[config.mk]
export PLATFORM = sky130hd
export DESIGN_NAME = mw_seq_reader
export DESIGN_NICKNAME = d
export VERILOG_FILES = /design/src/rtl/mw_reader_pkg.sv /design/src/rtl/mw_reader_dp.sv /design/src/rtl/mw_reader_ctrl.sv /design/src/rtl/mw_seq_reader.sv
export SDC_FILE = /design/constraint.sdc
export NUM_CORES = 1
export LEC_CHECK = 0
export BUFFER_PORTS_ARGS = -buffer_cell sky130_fd_sc_hd__buf_4
export CAP_MARGIN = 20
export CORE_ASPECT_RATIO = 1.1
export CORE_UTILIZATION = 35
export CTS_BUF_LIST = sky130_fd_sc_hd__clkbuf_2
export CTS_CLUSTER_DIAMETER = 60
export DETAILED_ROUTE_END_ITERATION = 6
export GPL_ROUTABILITY_DRIVEN = 0
export PLACE_DENSITY = 0.62
export SYNTH_ARGS = -nofsm -noshare
export SYNTH_HDL_FRONTEND = slang
export SYNTH_SLANG_ARGS = --single-unit
[constraint.sdc]
create_clock -name clk -period 2.9 [get_ports clk]
set_input_delay 0.435 -clock clk [delete_from_list [all_inputs] [get_ports clk]]
set_output_delay 0.435 -clock clk [all_outputs]
set_load 0.05 [all_outputs]
[src/rtl/mw_reader_pkg.sv]
package mw_reader_pkg;

  typedef enum logic [2:0] {
    ST_IDLE,
    ST_SEL,
    ST_CMD,
    ST_ADDR,
    ST_DATA,
    ST_DESEL
  } rdState_t;

  // control -> datapath strobes
  typedef struct packed {
    logic run;      // serial clock divider active
    logic load;     // capture first address and count
    logic sample;   // shift data in this cycle
    logic wordEnd;  // final sample of a word
    logic advance;  // step to next address after deselect
  } rdStrobe_t;

  // datapath -> control status
  typedef struct packed {
    logic lowEnd;     // last cycle of a low half
    logic periodEnd;  // last cycle of a high half
    logic lastWord;   // current word is the final one
    logic countZero;  // requested count is zero
  } rdStatus_t;

  localparam int CMD_LEN = 3;
  localparam logic [CMD_LEN-1:0] READ_CMD = 3'b110;

endpackage

[src/rtl/mw_reader_dp.sv]
module mw_reader_dp
  import mw_reader_pkg::*;
#(
  parameter int ADDR_W   = 6,
  parameter int WORD_W   = 16,
  parameter int LOW_CYC  = 64,
  parameter int HIGH_CYC = 192
) (
  input  logic              clk,
  input  logic              rstN,
  input  rdStrobe_t         strobe,
  input  logic [ADDR_W-1:0] startAddr,
  input  logic [ADDR_W:0]   wordCount,
  input  logic              misoIn,
  output rdStatus_t         stat,
  output logic [ADDR_W-1:0] curAddr,
  output logic              skOut,
  output logic              wordValid,
  output logic [WORD_W-1:0] wordData,
  output logic [ADDR_W-1:0] wordIndex
);

  localparam int CNT_W   = ADDR_W + 1;
  localparam int DIV_MAX = (LOW_CYC > HIGH_CYC) ? LOW_CYC : HIGH_CYC;
  localparam int DIV_W   = $clog2(DIV_MAX + 1);
  localparam logic [DIV_W-1:0] LOW_LAST  = DIV_W'(LOW_CYC - 1);
  localparam logic [DIV_W-1:0] HIGH_LAST = DIV_W'(HIGH_CYC - 1);

  logic [DIV_W-1:0]  divCnt;
  logic              skReg;
  logic              lowDone;
  logic              highDone;
  logic [CNT_W-1:0]  remaining;
  logic [ADDR_W-1:0] addrReg;
  logic [ADDR_W-1:0] idxReg;
  logic [WORD_W-1:0] shiftReg;
  logic              validReg;

  assign lowDone  = !skReg && (divCnt == LOW_LAST);
  assign highDone = skReg && (divCnt == HIGH_LAST);

  // serial clock generator: low half then high half per period
  always_ff @(posedge clk) begin
    if (!rstN) begin
      divCnt <= '0;
      skReg  <= 1'b0;
    end else if (!strobe.run) begin
      divCnt <= '0;
      skReg  <= 1'b0;
    end else if (lowDone || highDone) begin
      divCnt <= '0;
      skReg  <= !skReg;
    end else begin
      divCnt <= divCnt + 1'b1;
    end
  end

  // run bookkeeping: address, words left, index
  always_ff @(posedge clk) begin
    if (!rstN) begin
      addrReg   <= '0;
      remaining <= '0;
      idxReg    <= '0;
    end else if (strobe.load) begin
      addrReg   <= startAddr;
      remaining <= wordCount;
      idxReg    <= '0;
    end else if (strobe.advance) begin
      addrReg   <= addrReg + 1'b1;
      remaining <= remaining - 1'b1;
      idxReg    <= idxReg + 1'b1;
    end
  end

  // receive shifter: all 17 samples pass through, the dummy falls off the top
  always_ff @(posedge clk) begin
    if (!rstN) begin
      shiftReg <= '0;
      validReg <= 1'b0;
    end else begin
      validReg <= strobe.wordEnd;
      if (strobe.sample) begin
        shiftReg <= {shiftReg[WORD_W-2:0], misoIn};
      end
    end
  end

  assign stat.lowEnd    = strobe.run && lowDone;
  assign stat.periodEnd = strobe.run && highDone;
  assign stat.lastWord  = (remaining == CNT_W'(1));
  assign stat.countZero = (wordCount == '0);

  assign curAddr   = addrReg;
  assign skOut     = skReg;
  assign wordValid = validReg;
  assign wordData  = shiftReg;
  assign wordIndex = idxReg;

endmodule

[src/rtl/mw_reader_ctrl.sv]
module mw_reader_ctrl
  import mw_reader_pkg::*;
#(
  parameter int ADDR_W = 6,
  parameter int WORD_W = 16
) (
  input  logic              clk,
  input  logic              rstN,
  input  logic              startReq,
  input  rdStatus_t         stat,
  input  logic [ADDR_W-1:0] curAddr,
  output rdStrobe_t         strobe,
  output logic              csOut,
  output logic              mosiOut,
  output logic              done
);

  localparam int DATA_LEN = WORD_W + 1;
  localparam int BIT_W    = $clog2(DATA_LEN + 1);
  localparam logic [BIT_W-1:0] CMD_LAST  = BIT_W'(CMD_LEN - 1);
  localparam logic [BIT_W-1:0] ADDR_LAST = BIT_W'(ADDR_W - 1);
  localparam logic [BIT_W-1:0] DATA_LAST = BIT_W'(DATA_LEN - 1);

  rdState_t          state, stateNext;
  logic [BIT_W-1:0]  bitCnt, bitCntNext;
  logic              doneReg;
  logic              isIdle;
  logic [CMD_LEN-1:0] cmdShifted;
  logic [ADDR_W-1:0] addrShifted;

  assign isIdle = (state == ST_IDLE);

  always_comb begin
    stateNext  = state;
    bitCntNext = bitCnt;
    unique case (state)
      ST_IDLE: begin
        if (startReq && !stat.countZero) begin
          stateNext  = ST_SEL;
          bitCntNext = '0;
        end
      end
      ST_SEL: begin
        if (stat.periodEnd) begin
          stateNext  = ST_CMD;
          bitCntNext = '0;
        end
      end
      ST_CMD: begin
        if (stat.periodEnd) begin
          if (bitCnt == CMD_LAST) begin
            stateNext  = ST_ADDR;
            bitCntNext = '0;
          end else begin
            bitCntNext = bitCnt + 1'b1;
          end
        end
      end
      ST_ADDR: begin
        if (stat.periodEnd) begin
          if (bitCnt == ADDR_LAST) begin
            stateNext  = ST_DATA;
            bitCntNext = '0;
          end else begin
            bitCntNext = bitCnt + 1'b1;
          end
        end
      end
      ST_DATA: begin
        if (stat.periodEnd) begin
          if (bitCnt == DATA_LAST) begin
            stateNext  = ST_DESEL;
            bitCntNext = '0;
          end else begin
            bitCntNext = bitCnt + 1'b1;
          end
        end
      end
      ST_DESEL: begin
        if (stat.periodEnd) begin
          stateNext  = stat.lastWord ? ST_IDLE : ST_SEL;
          bitCntNext = '0;
        end
      end
      default: begin
        stateNext  = ST_IDLE;
        bitCntNext = '0;
      end
    endcase
  end

  always_ff @(posedge clk) begin
    if (!rstN) begin
      state   <= ST_IDLE;
      bitCnt  <= '0;
      doneReg <= 1'b0;
    end else begin
      state   <= stateNext;
      bitCnt  <= bitCntNext;
      doneReg <= (isIdle && startReq && stat.countZero) ||
                 (strobe.advance && stat.lastWord);
    end
  end

  assign strobe.run     = !isIdle;
  assign strobe.load    = isIdle && startReq && !stat.countZero;
  assign strobe.sample  = (state == ST_DATA) && stat.lowEnd;
  assign strobe.wordEnd = strobe.sample && (bitCnt == DATA_LAST);
  assign strobe.advance = (state == ST_DESEL) && stat.periodEnd;

  // outgoing bit: MSB of the remaining command or address bits
  assign cmdShifted  = READ_CMD << bitCnt;
  assign addrShifted = curAddr << bitCnt;

  always_comb begin
    unique case (state)
      ST_CMD:  mosiOut = cmdShifted[CMD_LEN-1];
      ST_ADDR: mosiOut = addrShifted[ADDR_W-1];
      default: mosiOut = 1'b0;
    endcase
  end

  assign csOut = !(isIdle || (state == ST_DESEL));
  assign done  = doneReg;

endmodule

[src/rtl/mw_seq_reader.sv]
module mw_seq_reader
  import mw_reader_pkg::*;
#(
  parameter int ADDR_W   = 6,
  parameter int WORD_W   = 16,
  parameter int LOW_CYC  = 64,
  parameter int HIGH_CYC = 192
) (
  input  logic              clk,
  input  logic              rstN,
  input  logic              startReq,
  input  logic [ADDR_W-1:0] startAddr,
  input  logic [ADDR_W:0]   wordCount,
  output logic              csOut,
  output logic              skOut,
  output logic              mosiOut,
  input  logic              misoIn,
  output logic              wordValid,
  output logic [WORD_W-1:0] wordData,
  output logic [ADDR_W-1:0] wordIndex,
  output logic              done
);

  rdStrobe_t         strobe;
  rdStatus_t         stat;
  logic [ADDR_W-1:0] curAddr;

  mw_reader_ctrl #(
    .ADDR_W(ADDR_W),
    .WORD_W(WORD_W)
  ) ctrl (
    .clk     (clk),
    .rstN    (rstN),
    .startReq(startReq),
    .stat    (stat),
    .curAddr (curAddr),
    .strobe  (strobe),
    .csOut   (csOut),
    .mosiOut (mosiOut),
    .done    (done)
  );

  mw_reader_dp #(
    .ADDR_W  (ADDR_W),
    .WORD_W  (WORD_W),
    .LOW_CYC (LOW_CYC),
    .HIGH_CYC(HIGH_CYC)
  ) dp (
    .clk      (clk),
    .rstN     (rstN),
    .strobe   (strobe),
    .startAddr(startAddr),
    .wordCount(wordCount),
    .misoIn   (misoIn),
    .stat     (stat),
    .curAddr  (curAddr),
    .skOut    (skOut),
    .wordValid(wordValid),
    .wordData (wordData),
    .wordIndex(wordIndex)
  );

endmodule

# Word level (Yosys, flattened, before mapping)
# Index checks and enable logic that the tools add are counted.
dict set report op_classes {
  n_eq_ne 21
  muxes 25
  shifts 2
  addsub 5
  reduce_logical 28
  n_bitwise 1
}
# op count
set ops {}
lappend ops {{$mux 5} 8}
lappend ops {{$mux 3} 9}
lappend ops {{$pmux 5 s5} 1}
lappend ops {{$ne 2x1->1 const B} 9}
lappend ops {{$pmux 3 s6} 1}
lappend ops {{$mux 7} 2}
lappend ops {{$add 6x1->6 const B} 2}
lappend ops {{$logic_and 1x1->1} 12}
lappend ops {{$mux 6} 2}
lappend ops {{$reduce_and 9->1} 1}
lappend ops {{$add 8x1->8 const B} 1}
lappend ops {{$eq 8x6->1 const B} 1}
lappend ops {{$eq 8x8->1 const B} 1}
lappend ops {{$eq 7x1->1 const B} 1}
lappend ops {{$logic_not 7->1} 1}
lappend ops {{$sub 7x1->7 const B} 1}
lappend ops {{$eq 3x2->1 const B} 2}
lappend ops {{$eq 3x3->1 const B} 2}
lappend ops {{$reduce_or 2->1} 3}
lappend ops {{$shl 6x5->6} 1}
lappend ops {{$add 5x1->5 const B} 1}
lappend ops {{$eq 5x2->1 const B} 1}
lappend ops {{$eq 5x3->1 const B} 1}
lappend ops {{$eq 5x5->1 const B} 1}
lappend ops {{other kinds (12)} 17}
dict set report word_totals {
  register_bits 54
  in_bits 17
  word_cells 92
}

# Longest topological paths before layout
# Gate-level depths: netlist of the first run.
dict set report depth {
  ltp_word 6
  depth_mapped 8
  mapped_depth_nobuf 7
}

# Hierarchy
# Synthesis of the first run repeated with hierarchy kept, for this count alone.
dict set report unflattened {
  cells_unflattened 298
  area_unflattened_um2 2708.8
}
# mod cells_each area_each_um2 n_inst
set modules_own_cells {}
lappend modules_own_cells {mw_reader_dp 207 1960.6 1}
lappend modules_own_cells {mw_reader_ctrl 91 748.2 1}

# Worst setup path after synthesis of the first run
# No wires, ideal clock.
dict set report synth_path {
  path_type {reg-to-output}
  from {register ctrl.bitCnt[0]}
  to {output mosiOut}
  n_path_buf 0
  path_slack_ns 0.207
  stages_incl_launch_ff 6
  arrival_ns 2.258
  path_cell_list {dfxtp_1 -> mux2_2 -> nand3_1 -> o21ai_0 -> a32oi_1 -> nor4_1}
}
dict set report synth_via {
  elab_chain_cells 2
  word_cells_on_any_way 3
  classes_between {2 x shift; 1 x mux}
}
# element line_no
set synth_lines {}
lappend synth_lines {{start, declared} mw_reader_ctrl.sv:25} ;# logic [BIT_W-1:0] bitCnt, bitCntNext;
lappend synth_lines {{start signal, assigned} mw_reader_ctrl.sv:99} ;# bitCnt <= bitCntNext;
lappend synth_lines {{$shl 6x5->6 / $shl 3x5->3 (equally long branches)} {mw_reader_ctrl.sv:113, mw_reader_ctrl.sv:112}}
lappend synth_lines {{$pmux 1 s2 (*)} mw_reader_ctrl.sv:116} ;# unique case (state)
lappend synth_lines {{end, declared} mw_seq_reader.sv:16} ;# output logic mosiOut,
# Every way passes the cells marked *; elsewhere a longest branch is shown, timed or not.

# Worst setup path after layout of the first run
dict set report layout_path {
  from {register ctrl.bitCnt[1]}
  to {output mosiOut}
}
# The elaborated chain is that of the path after synthesis.

==> out/metrics.cfg, run 1 <==
[worst_setup_path]
path_cells=mux4_2, a32oi_1, nor4_1, buf_4
rrSetupSlack_ns=0.52
worstReg2RegEnd=ctrl.state[0]
slowest_delay_ns=0.53
r2r-start=ctrl.bitCnt[0]
cp_slowest_cell=mux4_2
critPathCaptureType=output port
critPathMaxFanout=6
worstSetupStartpointType=register
worstSetupPathType=register to output port
worstPathArrival_ns=1.98
worstRegToRegCells=7
cp.required_ns=2.47

[global_routing]
grt_max_degree=29
grt_util_met2_pct=25.5
grt_pass1_vias=2167
grt_pass1_wl_um=9970
grt.overflow.total=0
grt_use_total_pct=15.5
antenna_found_initial=0
gr-usage-met3_pct=3.18
busiest_layer=met2
grt.met1_usage_pct=20.2

[timing]
rsz0062_at_grt=false
hold_viol_final=0
tightest_slew_ns=0.610
layout_min_cycle_time_ns=2.41
max_freq_mhz=414
clock_skew_ns=0.0150
max_slew_margin_pct=59.1
tns_ns=0
finalSetupViolCount=0
finalCritPeriodShare_pct=83.2
drv_slew=0

[placed_design]
placed_area_um2=3060
io_buffers=43
dp_cells=423
dpl.hpwl_um=4400

[power_and_ir_drop]
power.static_leakage_uw=0.00116
ir_drop_mv=0.184
power.switching_uw=345
p_int_uw=974
comb_power_share_pct=11.7
switching_share_pct=26.2
p_clk_share_pct=28.6
power.density_nw_per_um2=422
sequentialPowerShare_pct=59.7

[synth]
synth_fp_nets=328
synth_ff_type=dfxtp_1
syn_area_um2=2650
postSynthCellCount=302
yosys_warnings=0
ys_types=60
synth_top_cell_by_area=dfxtp_1
yosysSeqAreaShare_pct=40.9
synth_commonest_cells=dfxtp_1 (54), nor2_1 (39), nand3_1 (21)
yosysMostFrequentCell=dfxtp_1
async_flop_share_pct=0
syn_area_per_cell_um2=8.76
synth_area_leaders=dfxtp_1 (41%), mux2i_1 (6.1%), nor2_1 (5.5%)
synth_top_area_share_pct=40.9
synth_edf_count=0
ys_seq_elements=54

[final_layout]
diodes=0
final_nets=371
drive_gt1_share_pct=19.1
stdcell_area_um2=3120
syn_to_final_growth_pct=18.1
multi_input_area_um2=1460
fillCellCount=729
fin_cells=431
area.sequential_um2=1080

[floorplanning]
core_area_um2=7170
boundaryPins=44
dieHeight_um=93.2
rows=32
start_util_pct=36.9
dieArea_um2=7910
die_w_um=84.9

[clock_network]
cts_buffers=5
cts.repair.resized=0
cts_tree=done
root_buffer=clkbuf_2
clk_path_buf_depth=2
post_cts_buffers=0
clock-sinks=54
hold_buffers=0
clk_latency_ns=0.44
clk_pin_slew_ns=0.27
htree_levels=2

[drt]
postRouteAntennaNets=0
drc_errors=0
viasPerCell=5.28
via_count=2277
drtPass1Iterations=6
avgRoutedWirePerCell_um=13.9
drt_iter0_markers=111
routed_wl_um=5980

[status]
status=finished clean

[job]
maxCapViolations=0

[worst_hold_path]
hold_start=misoIn
whs_path_depth=3
hold_path_class=input pin to register
hold_end=dp.wordData[0]

power by group through the flow:
| stage | Combinational [uW] | Clock, uW | Sequential, uW |
|---|---|---|---|
| after floorplan | 109 | 0 | 791 |
| after global placement | 152 | 0 | 800 |
| after detailed placement | 154 | 0 | 801 |
| after CTS | 155 | 390 | 788 |
| after global routing | 172 | 421 | 792 |
| final | 154 | 377 | 788 |
registers in the layout, indices dropped and copies added (netlist names):
register and count:
ctrl.bitCnt 5, ctrl.done 1, ctrl.state 3, dp.curAddr 6, dp.divCnt 8, dp.remaining 7
dp.skOut 1, dp.wordData 16, dp.wordIndex 6, dp.wordValid 1
worst max path at each step:
stage                         from  depth (start not counted)             to  slack, ns
floorplan           ctrl.bitCnt[0]                          5        mosiOut       0.21
global placement    ctrl.bitCnt[0]                          7  ctrl.state[0]       0.66
detailed placement  ctrl.bitCnt[0]                          7  ctrl.state[0]       0.59
CTS                 ctrl.bitCnt[0]                          6        mosiOut       0.47
global route        ctrl.bitCnt[0]                          7  ctrl.state[0]       0.28
finish              ctrl.bitCnt[1]                          4        mosiOut       0.49
layout by cell type, fill, tap and decap left out, types with 5 or more instances in the layout:
master / Yosys / layout
dfxtp_1: 54 / 54
buf_4: 1 / 48
nor2_1: 39 / 39
nand3_1: 21 / 21
nand2_1: 19 / 19
mux2i_1: 16 / 16
o21ai_0: 14 / 14
a21oi_1: 14 / 14
inv_1: 13 / 13
ha_1: 9 / 9
nor3_1: 7 / 7
xnor2_1: 6 / 6
xor2_1: 6 / 6
nand2b_1: 5 / 5
clkbuf_2: 0 / 5
metal layers:
metal | routed length (um) | up-vias
met3 | 140 | 9
li1 | - | 1159
met4 | 95 | 0
met2 | 2930 | 27
met5 | 0 | -
met1 | 2810 | 1082
worst max-delay path: cells and delay by family, from the launching register on:
kind	cells	cell delay [ns]
AOI/OAI and AO/OA	1	0.23
buffers and inverters	1	0.19
DFF	1	0.51
muxes	1	0.53
and+or+nand+nor	1	0.07
metrics by stage:
step / util [%] / hold WS (ns) / total power [uW] / setup WS (ns)
final: 43.6 / 0.211 / 1320 / 0.486
after global routing: 43.6 / 0.174 / 1390 / 0.281
after CTS: 43.6 / 0.192 / 1330 / 0.470
after detailed placement: 42.7 / 0.449 / 955 / 0.586
after global placement: 42.7 / 0.429 / 952 / 0.662
after floorplan: - / 0.418 / 900 / 0.207
area by class of cell:
class | instances | area share [%]
inverter | 14 | 1.68
sequential | 54 | 34.6
timing repair buffer | 48 | 11.5
multi-input combinational | 222 | 46.7
clock buffer | 5 | 0.801
clock inverter | 3 | 1.28
tap | 85 | 3.41
cell families (layout without fill, tap and decap cells):
kind of cell	after synthesis	in the layout	share of synthesized area, %
XOR/XNOR	12	12	3.97
AND/OR/NAND/NOR	123	123	24.4
AO/OA/AOI/OAI	60	60	15.1
multiplexers	18	18	7.33
buffers and inverters	26	70	4.02
adder cells (fa/ha/maj)	9	9	4.26
flip-flops	54	54	40.9
(Power assumes the default switching activity.)
==> inputs of run 2 (changes only) <==
PLACE_DENSITY = 0.64   (was 0.62)
clock period = 2.1 ns   (was 2.9 ns; I/O delays follow)
==> run 2 against run 1 <==
The run now ends with negative setup slack left. Via count up 3.5%. Final cell count rose by 3.7%. Sequential power increased by 38%. Wire length grew 3.2%. Critical path type unchanged.
==> out/metrics.cfg, run 2 (synthesis results as in run 1) <==
[final_layout]
drive_gt1_share_pct=26.5
largest_reg_flops=16
final_nets=387
mostFrequentLayoutCells=buf_4 (61), dfxtp_1 (48), nor2_1 (39)
fin_cells=447
fillCellCount=714
layout_commonest_cell=buf_4
diodes=0
syn_to_final_growth_pct=25.6

[worst_setup_path]
worstRegToRegCells=8
worstSetupStartpointType=register
rrSetupSlack_ns=-0.03
critPathCaptureType=output port
worstReg2RegEnd=ctrl.state[0]
worstSetupPathType=register to output port
critPathMaxFanout=2
r2r-start=ctrl.bitCnt[0]
cp.required_ns=1.78
worstPathArrival_ns=1.90

[worst_hold_path]
whs_path_depth=3
hold_end=dp.wordData[0]
hold_path_class=input pin to register
hold_start=misoIn

[floorplanning]
start_util_pct=36.9
boundaryPins=44
die_w_um=84.9
dieHeight_um=93.2
core_area_um2=7170
rows=32
dieArea_um2=7910

[timing]
finalCritPeriodShare_pct=105
finalSetupViolCount=2
rsz0062_at_grt=true
layout_min_cycle_time_ns=2.21
hold_slack_ns=0.0536
drv_slew=0
max_slew_margin_pct=63.1
hold_viol_final=0
setup_ws_ns=-0.110
tightest_slew_ns=0.550
clock_skew_ns=0.0396
max_freq_mhz=452

[placed_design]
dp_cells=436
io_buffers=43
dpl.hpwl_um=4490

[power_and_ir_drop]
p_int_uw=1360
power.static_leakage_uw=0.00125
comb_power_share_pct=12.5
power.switching_uw=498
power.density_nw_per_um2=560
ir_drop_mv=0.358
p_clk_share_pct=29.1
sequentialPowerShare_pct=58.4
switching_share_pct=26.8

[global_routing]
grt_max_degree=29
grt_pass1_vias=2194
grt.met1_usage_pct=20.9
grt_pass1_wl_um=10300
grt_util_met2_pct=27.1
busiest_layer=met2
gr-usage-met3_pct=2.74
antenna_found_initial=0
grt.overflow.total=0
grt_use_total_pct=16.0

[clock_network]
clk_pin_slew_ns=0.30
cts_tree=done
clk_latency_ns=0.46
clock-sinks=54
htree_levels=2
clk_path_buf_depth=2
root_buffer=clkbuf_2
hold_buffers=0
cts_buffers=5

[drt]
drt_iter0_markers=88
drc_errors=0
avgRoutedWirePerCell_um=13.8
via_count=2356
routed_wl_um=6170
viasPerCell=5.27
postRouteAntennaNets=0
drtPass1Iterations=6

[job]
maxCapViolations=0

[status]
status=finished, violations left
violations=negative setup slack

run 2: cell count changes in the layout (fill, tap and decap cells not counted), moves of 2 or more:
cell	delta
buf_4	+13
dfxtp_2	+6
nor4_1	-2
dfxtp_1	-6
buf_6	+2
nor3_2	+2
nor4_2	+2
clkinv_2	-2
clkinvlp_4	+2
nor3_1	-2
run 2: final cells by class:
type                    count  area, um2  area share, %
clock buffers               5       25.0          0.753
clock inverters             3       45.0           1.36
inverters                  14       52.6           1.58
multi-input cells         222       1500           45.3
flip-flops and latches     54       1090           32.8
well taps                  85        106           3.20
repair buffers             64        500           15.1
run 2: worst max-delay path, stage by stage, from the launching register on:
cell and delay [ns]:
dfxtp_2 0.41, buf_6 0.11, mux4_2 0.50, a32oi_2 0.19, nor4_2 0.05, buf_4 0.19
run 2: per-layer routing:
layer  wire (um)  up-vias
met5           0        -
met1        2880     1111
met3         223        6
met4          71        0
met2        3000       49
li1            -     1190
run 2: how the worst max path moves through the flow:
stage	start	end
after detailed placement	dp.divCnt[0]	ctrl.state[2]
after CTS	ctrl.bitCnt[1]	mosiOut
final	ctrl.bitCnt[1]	mosiOut
after floorplan	ctrl.bitCnt[0]	ctrl.state[0]
after global placement	ctrl.bitCnt[0]	ctrl.state[0]
after global routing	ctrl.bitCnt[1]	mosiOut
run 2: power groups by stage:
stage	combinational (uW)	sequential (uW)	clock, uW
floorplan	151	1090	0
global placement	225	1100	0
detailed placement	227	1100	0
CTS	229	1080	561
global route	261	1090	594
finish	233	1090	541
run 2: per-stage QoR:
step | setup WS (ns) | power (uW) | utilization [%] | cell area (um2) | setup TNS (ns)
floorplan | 0.0398 | 1240 | - | 2650 | 0
global placement | 0.0716 | 1330 | 44.3 | 3180 | 0
detailed placement | 0.0448 | 1330 | 44.3 | 3180 | 0
CTS | -0.167 | 1870 | 45.8 | 3280 | -0.188
global route | -0.214 | 1950 | 46.4 | 3320 | -0.630
finish | -0.110 | 1860 | 46.4 | 3320 | -0.137
run 2: what timing repair did:
item	in CTS	in global routing
setup endpoints to repair	2	31
gates resized for setup	5	10
setup buffers	3	0
pin swaps	1	1
